===== src/rtl/sr_divider.sv =====
module sr_divider #(
  parameter int N = 32
) (
  input  logic         clk,
  input  logic         rst_n,
  input  logic         start,
  input  logic [N-1:0] dividend,
  input  logic [N-1:0] divisor,
  output logic         busy,
  output logic         done,
  output logic         div_by_zero,
  output logic [N-1:0] quotient,
  output logic [N-1:0] remainder
);
  localparam int CW = $clog2(N + 1);

  logic [2*N:0]  acc_q;
  logic [N-1:0]  dvsr_q;
  logic [CW-1:0] left_q;
  logic [N:0]    hi;
  logic [N:0]    trial;
  logic          fits;
  logic [2*N:0]  next_acc;

  assign hi       = acc_q[2*N:N];
  assign trial    = hi - {1'b0, dvsr_q};
  assign fits     = ~trial[N];
  assign next_acc = fits ? {trial[N-1:0], acc_q[N-1:0], 1'b1}
                         : {hi[N-1:0],    acc_q[N-1:0], 1'b0};

  assign quotient  = acc_q[N-1:0];
  assign remainder = acc_q[2*N:N+1];

  always_ff @(posedge clk or negedge rst_n) begin
    if (!rst_n) begin
      acc_q       <= '0;
      dvsr_q      <= '0;
      left_q      <= '0;
      busy        <= 1'b0;
      done        <= 1'b0;
      div_by_zero <= 1'b0;
    end else begin
      done <= 1'b0;
      if (busy) begin
        acc_q  <= next_acc;
        left_q <= left_q - 1'b1;
        if (left_q == CW'(1)) begin
          busy <= 1'b0;
          done <= 1'b1;
        end
      end else if (start) begin
        if (divisor == '0) begin
          acc_q       <= {dividend, 1'b0, {N{1'b1}}};
          div_by_zero <= 1'b1;
          done        <= 1'b1;
        end else begin
          acc_q       <= {{N{1'b0}}, dividend, 1'b0};
          dvsr_q      <= divisor;
          left_q      <= CW'(N);
          busy        <= 1'b1;
          div_by_zero <= 1'b0;
        end
      end
    end
  end
endmodule



===== config.mk =====
export PLATFORM = sky130hd
export DESIGN_NAME = sr_divider
export DESIGN_NICKNAME = d
export VERILOG_FILES = /design/src/rtl/sr_divider.sv
export SDC_FILE = /design/constraint.sdc
export NUM_CORES = 1
export LEC_CHECK = 0
export ABC_AREA = 1
export ABC_CLOCK_PERIOD_IN_PS = 2500
export CORE_MARGIN = 4
export CORE_UTILIZATION = 50
export CTS_CLUSTER_SIZE = 14
export DETAILED_ROUTE_END_ITERATION = 8
export DONT_BUFFER_PORTS = 1
export SETUP_SLACK_MARGIN = 0.02
export SLEW_MARGIN = 5
export SYNTH_ARGS = -nofsm -noshare
export SYNTH_HDL_FRONTEND = slang
export SYNTH_SLANG_ARGS = --single-unit

===== constraint.sdc =====
create_clock -name clk -period 2.5 [get_ports clk]
set_input_delay 0.5 -clock clk [delete_from_list [all_inputs] [get_ports clk]]
set_output_delay 0.5 -clock clk [all_outputs]
set_load 0.01 [all_outputs]

; Word level (Yosys, flattened, before mapping)
; Cells that the tools add are included.
[word_totals]
ff_bits = 106
in_bits = 67
output_inout_bits = 67
[classes]
n_addsub = 2
bitwise = 2
n_reduce_logical = 5
eq_ne = 2
n_mux = 15
[ops]
columns = operator, n
row1 = 2-to-1 mux 65 bit, 4
row2 = subtractor 33 x 32 -> 33 bit, 1
row3 = zero test 32 bit, 1
row4 = 2-to-1 mux 6 bit, 3
row5 = 2-to-1 mux 1 bit, 8
row6 = "equality test 6 x 1 -> 1 bit, second input constant", 1
row7 = "subtractor 6 x 1 -> 6 bit, second input constant", 1
row8 = AND reduction 2 bit, 2
row9 = AND reduction 3 bit, 1
row10 = "!= test 2 bit, second input constant", 1
row11 = inverter 1 bit, 2
row12 = nonzero test 2 bit, 1

; Longest topological paths before layout
; Gate-level depths: netlist of the first run.
[depth]
ltp_word = 4
mapped_depth = 19

; Worst setup path after synthesis of the first run
; No wires, ideal clock.
[synth_path]
kind = reg2reg
startpoint = register acc_q[32]
endpoint = register acc_q[42]
period_less_slack_ps = 2205
stages_incl_launch_ff = 19
setup_slack_ps = 295
path_buffers = 1
arrival_ps = 2082
required_time_ps = 2376
cell_sequence = dfrtp_1 -> inv_1 -> ha_1 -> fa_1 -> inv_1 -> nand2_1 -> nand2_1 -> nand3_1 -> nand2_2 -> nand2_1 -> nand2_2 -> nand2_4 -> nand2_4 -> nand2_1 -> nand2_2 -> buf_6 -> nand2_1 -> nand3_1 -> a21oi_1
[synth_via]
elab_chain_len = 3
[synth_rtl]
columns = item, line_no
row1 = from (decl), 17  ; logic [2*N:0] acc_q;
row2 = from (signal assigned), 45  ; acc_q <= next_acc;
row3 = from (signal assigned), 53  ; acc_q <= {dividend, 1'b0, {N{1'b1}}};
row4 = from (signal assigned), 57  ; acc_q <= {{N{1'b0}}, dividend, 1'b0};
row5 = subtractor 33 x 32 -> 33 bit, 26  ; assign trial = hi - {1'b0, dvsr_q};
row6 = 2-to-1 mux 65 bit, 28  ; assign next_acc = fits ? {trial[N-1:0], acc_q[N-1:0], 1'b1}
row7 = 2-to-1 mux 65 bit, 44  ; if (busy) begin
; No other way between the ends.
; A chain may end at the register's enable or synchronous reset.

; Final worst setup path of the first run
[layout_path]
startpoint = register dvsr_q[0]
endpoint = register acc_q[56]
[layout_via]
elab_chain_len = 3
[layout_rtl]
columns = item, line_no
row1 = from (decl), 18  ; logic [N-1:0] dvsr_q;
row2 = from (signal assigned), 58  ; dvsr_q <= divisor;
row3 = subtractor 33 x 32 -> 33 bit, 26
row4 = 2-to-1 mux 65 bit, 28
row5 = 2-to-1 mux 65 bit, 44
; No other way between the ends.

==> flow_summary.ini, run 1 <==
[layout]
fin_nets = 1339
fin_cells = 1458
final_util_pct = 55.3
design_area_sq_mm = 0.00889
layout_common_cells = 372 x nand2_1, 248 x inv_1, 105 x dfrtp_1, 103 x nor2_1, 71 x o21ai_0
mostFrequentLayoutCell = nand2_1
syn_to_final_growth_pct = 7.34
nFillCells = 1647
diodes = 0
drive_above_1_share_pct = 10.1

[drt]
dr_total_vias = 7334
routed_wl_mm = 24.0
drcViolationCount = 0
ant_nets = 0
drtIter0Drc = 521
wl_per_cell_um = 16.5
dr.pass1.iters = 8
viasPerCell = 5.03

[clock_network]
root_buffer = clkbuf_16
clk_pin_slew_ns = 0.08
clk_latency_ns = 0.36
numCtsBuffers = 9
htree_levels = 3
cts_sinks = 106
cts_tree = yes
cts_max_path_buffers = 2

[floorplan]
io_pins = 134
rows = 46
initial_core_util_pct = 51.6
die_y_um = 137
die_area_sq_mm = 0.0187
fp.coreArea_sq_mm = 0.0161
die_w_um = 137

[yosys]
yosys.area.top_type_share_pct = 32.0
netlist_top_cells_area = dfrtp_1 32%, nand2_1 17%, inv_1 11%, buf_4 5.8%, ha_1 5.1%
ys_ff_latch = 106
ys_warn_count = 0
synth_edf_count = 0
async_flop_share_pct = 100
syn_avg_cell_area_sq_um = 6.51
syn_inst = 1271
yosysTopAreaCell = dfrtp_1
ys.flop_type = dfrtp_1
syn_nets = 1373
ys_seq_area_share_pct = 32.0
synthDistinctLibCells = 35
synth_area_sq_mm = 0.00828

[power]
cellPowerDensity_mw_per_mm2 = 932
swShare_pct = 44.9
finalPower_uw = 8280
clkPwrFrac_pct = 18.5
p_comb_share_pct = 46.9
leakagePower_uw = 0.00493
seq_power_share_pct = 34.5
p_switching_uw = 3720
vdd_drop_max_uv = 417
intPower_uw = 4560

[timing]
clock-skew-final_ns = 0.0138
min_period_ns = 2.39
worst_slew_pin_slew_ns = 0.563
finalHoldViolations = 106
maxSlewHeadroom_pct = 62.1
fmax_ghz = 0.418
final.setup.worst_slack_ns = 0.109
hold_slack_ns = -0.169
setup_viol = 0
slew_violations = 0
period_share_pct = 95.6

[min_path]
hp-class = in -> async

[placed_design]
place_congestion = 0.918
port_buffers = 0
dp.final_hpwl_mm = 18.3
place_area_sq_mm = 0.00832
dpl.cell_count = 1431
post-place-ws_ns = -0.0422

[grt]
grt_max_degree = 107
grt_pass1_vias = 7032
grt_pass1_wl_mm = 37.1
antenna_found_initial = 0
track_usage_pct = 25.5
overflow = 0

[setup_path]
crit_path_max_fanout = 6
criticalPathCategory = reg -> reg
crit_path_start_kind = flip-flop
r2r-end = acc_q[56]
reg2reg_depth = 17
crit_arrival_ns = 2.64
r2r-start = dvsr_q[0]
r2r_slack_ns = 0.11
end_kind = flip-flop
worst_ep_required_time_ns = 2.74

[run_status]
violations = negative hold slack
status = finished, violations left

[flow_run]
maxCapViolations = 0
==> what timing repair did <==
item / 4_1_cts / 5_1_grt
setup endpoints to repair: 18 / 32
buffers inserted: 0 / 7
resized for setup: 3 / 30
hold endpoints to repair: 106 / 106
pin swaps: 0 / 10
gates cloned: 0 / 4
==> critical path, cell delays in order (launching register included) <==
cell	delay, ns
dfrtp_1	0.41
ha_4	0.18
fa_2	0.39
inv_2	0.07
nand2_2	0.04
nand2_2	0.11
nand3_2	0.08
nand2_2	0.08
nand2_2	0.05
nand2_2	0.10
nand2_4	0.08
nand2_4	0.09
nand2_4	0.05
nand2_4	0.16
clkbuf_16	0.18
nand2_1	0.05
nand3_1	0.09
a21oi_2	0.06
==> layout make-up <==
class,count,area [sq um],share of cell area [%]
flip-flops and latches,106,2650,29.9
inverters,254,953,10.7
clock buffers,11,243,2.73
multi-input cells,808,4120,46.4
well taps,216,270,3.04
repair buffers,58,574,6.46
clock inverters,5,70.1,0.788
==> power by group through the flow <==
stage               Sequential (uW)  Clock (uW)  Combinational [uW]
floorplan                      2570           0                3340
global placement               2890           0                3500
finish                         2860        1540                3890
CTS                            2860        1570                3560
detailed placement             2890           0                3530
global route                   2930        1640                4380
==> synthesized netlist by cell type, types with 4 or more instances <==
cell,n
nand3_1,68
xnor2_1,5
nor4_1,9
buf_6,4
nand3b_1,4
clkbuf_1,32
nand2_1,380
o221ai_1,31
buf_4,64
nand2_4,4
nand4_1,10
dfrtp_1,106
o21ai_0,71
ha_1,34
nand2_2,6
xor2_1,11
nor2_1,108
a21oi_1,47
inv_1,251
==> worst max-delay path by stage <==
stage	endpoint	depth (start not counted)	startpoint
detailed placement	acc_q[61]	19	acc_q[32]
finish	acc_q[56]	17	dvsr_q[0]
CTS	acc_q[59]	19	acc_q[32]
global route	acc_q[61]	18	dvsr_q[0]
global placement	acc_q[46]	10	divisor[15]
floorplan	acc_q[42]	18	acc_q[32]
==> metrics by stage <==
| stage | TNS [ns] | hold slack, ns |
|---|---|---|
| finish | 0 | -0.169 |
| global route | -0.0118 | -0.186 |
| CTS | 0 | -0.182 |
| detailed placement | -0.0860 | 0.208 |
| global placement | 0 | 0.210 |
| floorplan | 0 | 0.204 |
==> sequential cells by signal, indices dropped and copies added (netlist names) <==
name	flops
done	1
acc_q	65
dvsr_q	32
left_q	6
busy	1
div_by_zero	1
==> logic make-up (layout without fill, tap and decap cells) <==
group	Yosys count	count (layout)	synth area share, %
AND/OR/NAND/NOR	598	598	29.8
flip-flops	106	106	32.0
buffers and inverters	357	328	19.6
adder cells (fa/ha/maj)	35	35	5.38
XOR/XNOR	16	16	1.69
AO/OA/AOI/OAI	159	159	11.4
==> routing by layer <==
layer / GRT usage, % / wire length [um] / part of all wire (%)
met4: 10.7 / 860 / 3.6
met1: 32.5 / 10600 / 44
met5: 0 / 0 / 0
met2: 42.5 / 11300 / 47
met3: 4.45 / 1270 / 5.3
Power figures use the tool's default switching activity.
==> run 2, diff against run 1 <==
CORE_UTILIZATION = 45   (was 50)
==> run 2 against run 1 <==
The flow still finishes with violations (negative hold slack). Clock power is essentially flat. Via count grew 3.4%. Sequential share of layout area shrank 0.91 points. Flip-flop and latch count is the same. Wire length grew 6.9%. Sequential power is essentially flat. Largest cell class unchanged. Largest power group unchanged.
==> flow_summary.ini, run 2 (synthesis gave the netlist of run 1 again) <==
[grt]
track_usage_pct = 23.8
grt_pass1_wl_mm = 38.1
overflow = 0
top_usage_layer = met2
grt_pass1_vias = 7122
antenna_found_initial = 2
grtUsageMet1_pct = 31.0
grt_util_met3_pct = 4.49
use_met2_pct = 39.1
grt_max_degree = 107

[layout]
syn_to_final_growth_pct = 10.7
drive_above_1_share_pct = 12.8
layout_common_cells = 372 x nand2_1, 248 x inv_1, 105 x dfrtp_1, 104 x nor2_1, 71 x o21ai_0
design_area_sq_mm = 0.00917
top_regs = acc_q: 65 flops, dvsr_q: 32 flops, left_q: 6 flops
largest_register_ffs = 65
fin_nets = 1348
top_register = acc_q
nFillCells = 1846
mostFrequentLayoutCell = nand2_1

[setup_path]
reg2reg_depth = 17
end_kind = flip-flop
crit_arrival_ns = 2.64
criticalPathCategory = reg -> reg
worst_ep_required_time_ns = 2.74
crit_path_start_kind = flip-flop
crit_path_max_fanout = 7

[timing]
finalSetupTns_ns = 0
maxSlewHeadroom_pct = 50.9
hold_slack_ns = -0.165
finalHoldViolations = 106
slew_violations = 0
worst_slew_pin_slew_ns = 0.734
fmax_ghz = 0.417
clock-skew-final_ns = 0.0102
min_period_ns = 2.40
period_share_pct = 95.8
setup_viol = 0

[floorplan]
io_pins = 134
initial_core_util_pct = 45.9
fp.coreArea_sq_mm = 0.0180
die_area_sq_mm = 0.0206
die_w_um = 144
die_y_um = 144
rows = 49

[power]
vdd_drop_max_uv = 411
leakagePower_uw = 0.00502
cellPowerDensity_mw_per_mm2 = 938

[clock_network]
root_buffer = clkbuf_16
cts_sinks = 106
cts_max_path_buffers = 2
numCtsBuffers = 9
cts_tree = yes
htree_levels = 3
clk_pin_slew_ns = 0.08
clk_latency_ns = 0.36

[flow_run]
maxCapViolations = 0

[drt]
dr_total_vias = 7580
drtIter0Drc = 579
wl_per_cell_um = 17.3
dr.pass1.iters = 5
ant_nets = 0
drcViolationCount = 0
viasPerCell = 5.11
routed_wl_mm = 25.7

[placed_design]
place_congestion = 0.984
place_area_sq_mm = 0.00838
port_buffers = 0
dp.final_hpwl_mm = 19.2

[min_path]
hp-class = in -> async

[run_status]
status = finished, violations left
violations = negative hold slack
-- run 2: cell count changes in the layout (fill, tap and decap cells not counted), moves of 3 or more --
cell,previous run,this run
inv_6,0,3
buf_4,47,54
nand3_2,5,15
diode_2,0,4
a21oi_1,41,35
a21oi_2,8,14
nand3_1,64,53
ha_1,31,24
ha_4,1,6
-- run 2: report_power, final --
group          switching [uW]  internal (uW)  leakage (uW)  total, uW
Combinational            2560           1680       0.00380       4240
Sequential                648           2200       0.00108       2850
Clock                     723            786      0.000143       1510
Total                    3930           4670       0.00502       8600
-- run 2: critical path, cell delays in order, from the launching register on --
cell,delay (ns)
dfrtp_1,0.43
ha_4,0.19
fa_2,0.40
inv_2,0.06
nand2_2,0.06
nand2_4,0.08
nand3_2,0.07
nand2_2,0.09
nand2_2,0.07
nand2_4,0.07
nand2_4,0.08
nand2_4,0.11
nand2_8,0.08
nand2_8,0.13
clkbuf_16,0.16
nand2_1,0.06
nand3_1,0.08
a21oi_1,0.07
-- run 2: what timing repair did --
action,CTS,global route
setup buffers,0,6
setup endpoints to repair,0,33
hold endpoints to repair,106,106
gates resized for setup,0,63
-- run 2: stage by stage --
stage               utilization [%]  cells  power, uW  hold slack (ns)  setup slack [ns]
floorplan                         -   1271       5910            0.204             0.295
global placement               46.5   1451       6480            0.210            0.0695
detailed placement             46.5   1451       6510            0.211            0.0199
CTS                            48.1   1466       8030           -0.180            0.0262
global route                   50.8   1483       9200           -0.174          -0.00421
finish                         50.8   1483       8600           -0.165             0.105
-- run 2: final cells by class --
class | instances | area (sq um) | area share (%)
well taps | 229 | 287 | 3.13
repair buffers | 66 | 639 | 6.98
clock inverters | 6 | 72.6 | 0.792
clock buffers | 9 | 225 | 2.46
inverters | 254 | 953 | 10.4
diodes | 4 | 10.0 | 0.109
multi-input cells | 809 | 4320 | 47.2
flip-flops and latches | 106 | 2650 | 29.0
-- run 2: layer usage --
metal,vias to the layer above,share of wire (%)
met5,-,0
met4,0,3.2
met3,35,6.1
met2,187,47
met1,3544,43
li1,3814,-
-- run 2: path summary, 6_finish.rpt --
path	from	to	slack [ns]
max	dvsr_q[0]	acc_q[41]	0.10
min	rst_n	acc_q[51]	-0.17
max reg2reg	dvsr_q[0]	acc_q[41]	0.10
min reg2reg	left_q[2]	left_q[2]	0.54
max in group asynchronous	rst_n	left_q[4]	2.38
min in group clk	divisor[11]	dvsr_q[11]	0.26
==> run 3, diff against run 2 <==
CELL_PAD_IN_SITES_DETAIL_PLACEMENT = 2   (was not set)
CELL_PAD_IN_SITES_GLOBAL_PLACEMENT = 2   (was not set)
CORE_UTILIZATION = 35   (was 45)
GPL_TIMING_DRIVEN = 0   (was not set)
PLACE_DENSITY_LB_ADDON = 0.1   (was not set)
==> run 3 against run 2 <==
The run ends with negative hold slack, negative setup slack left. Cell area is 13% higher. Sequential power is 4% higher. Combinational power is 43% higher. Maximum frequency is 8.8% lower. First-iteration DRC count is 39% lower. Global-route usage is 2.1 points higher. Count of clock-buffer cells in the layout is 1 higher. Sequential share of layout area is 3.0 points lower. Clock power hardly changed. Worst hold slack worse by 0.016 ns. Critical path type unchanged. Critical endpoint is now acc_q[50].
==> flow_summary.ini, run 3 (synthesis gave the netlist of run 1 again) <==
[run_status]
status = finished, violations left
violations = negative hold slack, negative setup slack

[placed_design]
dp.final_hpwl_mm = 26.3
place_congestion = 0.851
port_buffers = 0
dpl.cell_count = 1590

[clock_network]
htree_levels = 3
cts_tree = yes
cts_max_path_buffers = 2
clk_pin_slew_ns = 0.09
root_buffer = clkbuf_16
numCtsBuffers = 9
clk_latency_ns = 0.37
cts_sinks = 106

[timing]
worst_slew_pin_slew_ns = 0.911
hold_slack_ns = -0.181
min_period_ns = 2.63
finalHoldViolations = 106
slew_violations = 0
maxSlewHeadroom_pct = 39.3
final.setup.worst_slack_ns = -0.126
period_share_pct = 105
setup_viol = 31
grt_setup_unrepaired = true
finalSetupTns_ns = -2.23
clock-skew-final_ns = 0.0115
fmax_ghz = 0.381

[power]
vdd_drop_max_uv = 475
cellPowerDensity_mw_per_mm2 = 1020
leakagePower_uw = 0.00538

[layout]
fin_cells = 1641
largest_register_ffs = 65
top_register = acc_q
top_regs = acc_q: 65 flops, dvsr_q: 32 flops, left_q: 6 flops
diodes = 0
syn_to_final_growth_pct = 24.8
final_util_pct = 44.2
layout_common_cells = 335 x nand2_1, 248 x inv_1, 100 x nor2_1, 89 x buf_4, 85 x dfrtp_1
mostFrequentLayoutCell = nand2_1
fin_nets = 1419
drive_above_1_share_pct = 23.9

[setup_path]
end_kind = flip-flop
crit_path_start_kind = flip-flop
cpMostUsedCell = nand2_4
criticalPathCategory = reg -> reg
crit_arrival_ns = 2.92
worst_ep_required_time_ns = 2.79
worst_path_max_delay_cell = dfrtp_1
slowest_delay_ns = 0.43
crit_path_max_fanout = 5
reg2reg_depth = 16
crit_chain = ha_4 -> fa_2 -> inv_2 -> nand2_2 -> nand2_4 -> nand3_4 -> nand2_4 -> nand2_4 -> nand2_4 -> nand2_8 -> nand3_4 -> nand2_8 -> clkbuf_16 -> nand2_4 -> nand3_2 -> a21oi_2

[floorplan]
die_area_sq_mm = 0.0262
initial_core_util_pct = 35.4
die_y_um = 162
io_pins = 134
rows = 56
fp.coreArea_sq_mm = 0.0234
die_w_um = 162

[grt]
track_usage_pct = 25.9
grt_max_degree = 107
overflow = 0
antenna_found_initial = 1
grt_pass1_vias = 9227
grt_pass1_wl_mm = 52.8

[drt]
ant_nets = 0
dr.pass1.iters = 4
drcViolationCount = 0
drtIter0Drc = 353
dr_total_vias = 8577
routed_wl_mm = 38.0
viasPerCell = 5.23
wl_per_cell_um = 23.2

[flow_run]
maxCapViolations = 0

[min_path]
hp-class = in -> async
==> run 3: worst paths after layout <==
kind	to	slack, ns	from
worst max-delay path	acc_q[50]	-0.13	dvsr_q[0]
worst min-delay path	acc_q[39]	-0.18	rst_n
worst max register to register	acc_q[50]	-0.13	dvsr_q[0]
worst min register to register	left_q[2]	0.54	left_q[2]
max in group asynchronous	acc_q[45]	2.44	rst_n
min in group clk	dvsr_q[0]	0.25	divisor[0]
==> run 3: critical path, delay by kind of cell, from the launching register on <==
family | cells | cell delay, ns
and+or+nand+nor | 11 | 1.06
buffers and inverters | 2 | 0.28
DFF | 1 | 0.43
adders and majority gates | 2 | 0.55
AOI/OAI and AO/OA | 1 | 0.20
==> run 3: power by group <==
part	switching [uW]	internal [uW]
combinational	3510	2540
sequential	730	2230
clock	802	704
==> run 3: layout make-up <==
class / count / area (sq um)
clock buffer: 10 / 229
clock inverter: 6 / 57.6
sequential: 106 / 2680
fill: 2790 / 13100
tap: 319 / 399
timing repair buffer: 34 / 352
buffer: 103 / 702
multi-input combinational: 809 / 4960
inverter: 254 / 953
==> run 3: through the flow <==
| step | power (uW) | area [sq um] | worst slack (ns) |
|---|---|---|---|
| floorplan | 5910 | 8280 | 0.295 |
| global placement | 7050 | 8680 | -0.755 |
| detailed placement | 7220 | 8680 | -0.830 |
| CTS | 9400 | 9560 | -0.0227 |
| global route | 11100 | 10300 | -0.167 |
| finish | 10500 | 10300 | -0.126 |
==> run 3: routing by layer <==
layer	wire (um)	up-vias	GRT usage [%]
li1	-	3957	-
met2	19100	207	45.2
met5	13	-	0
met3	1940	67	4.82
met1	15700	4344	33.4
met4	1310	2	6.11
==> run 3: repair_timing <==
action / CTS / global route
endpoints found under the setup margin: 98 / 61
pin swaps: 23 / 47
buffers inserted: 17 / 15
gates cloned: 2 / 4
gates resized for setup: 94 / 146
hold endpoints to repair: 106 / 106
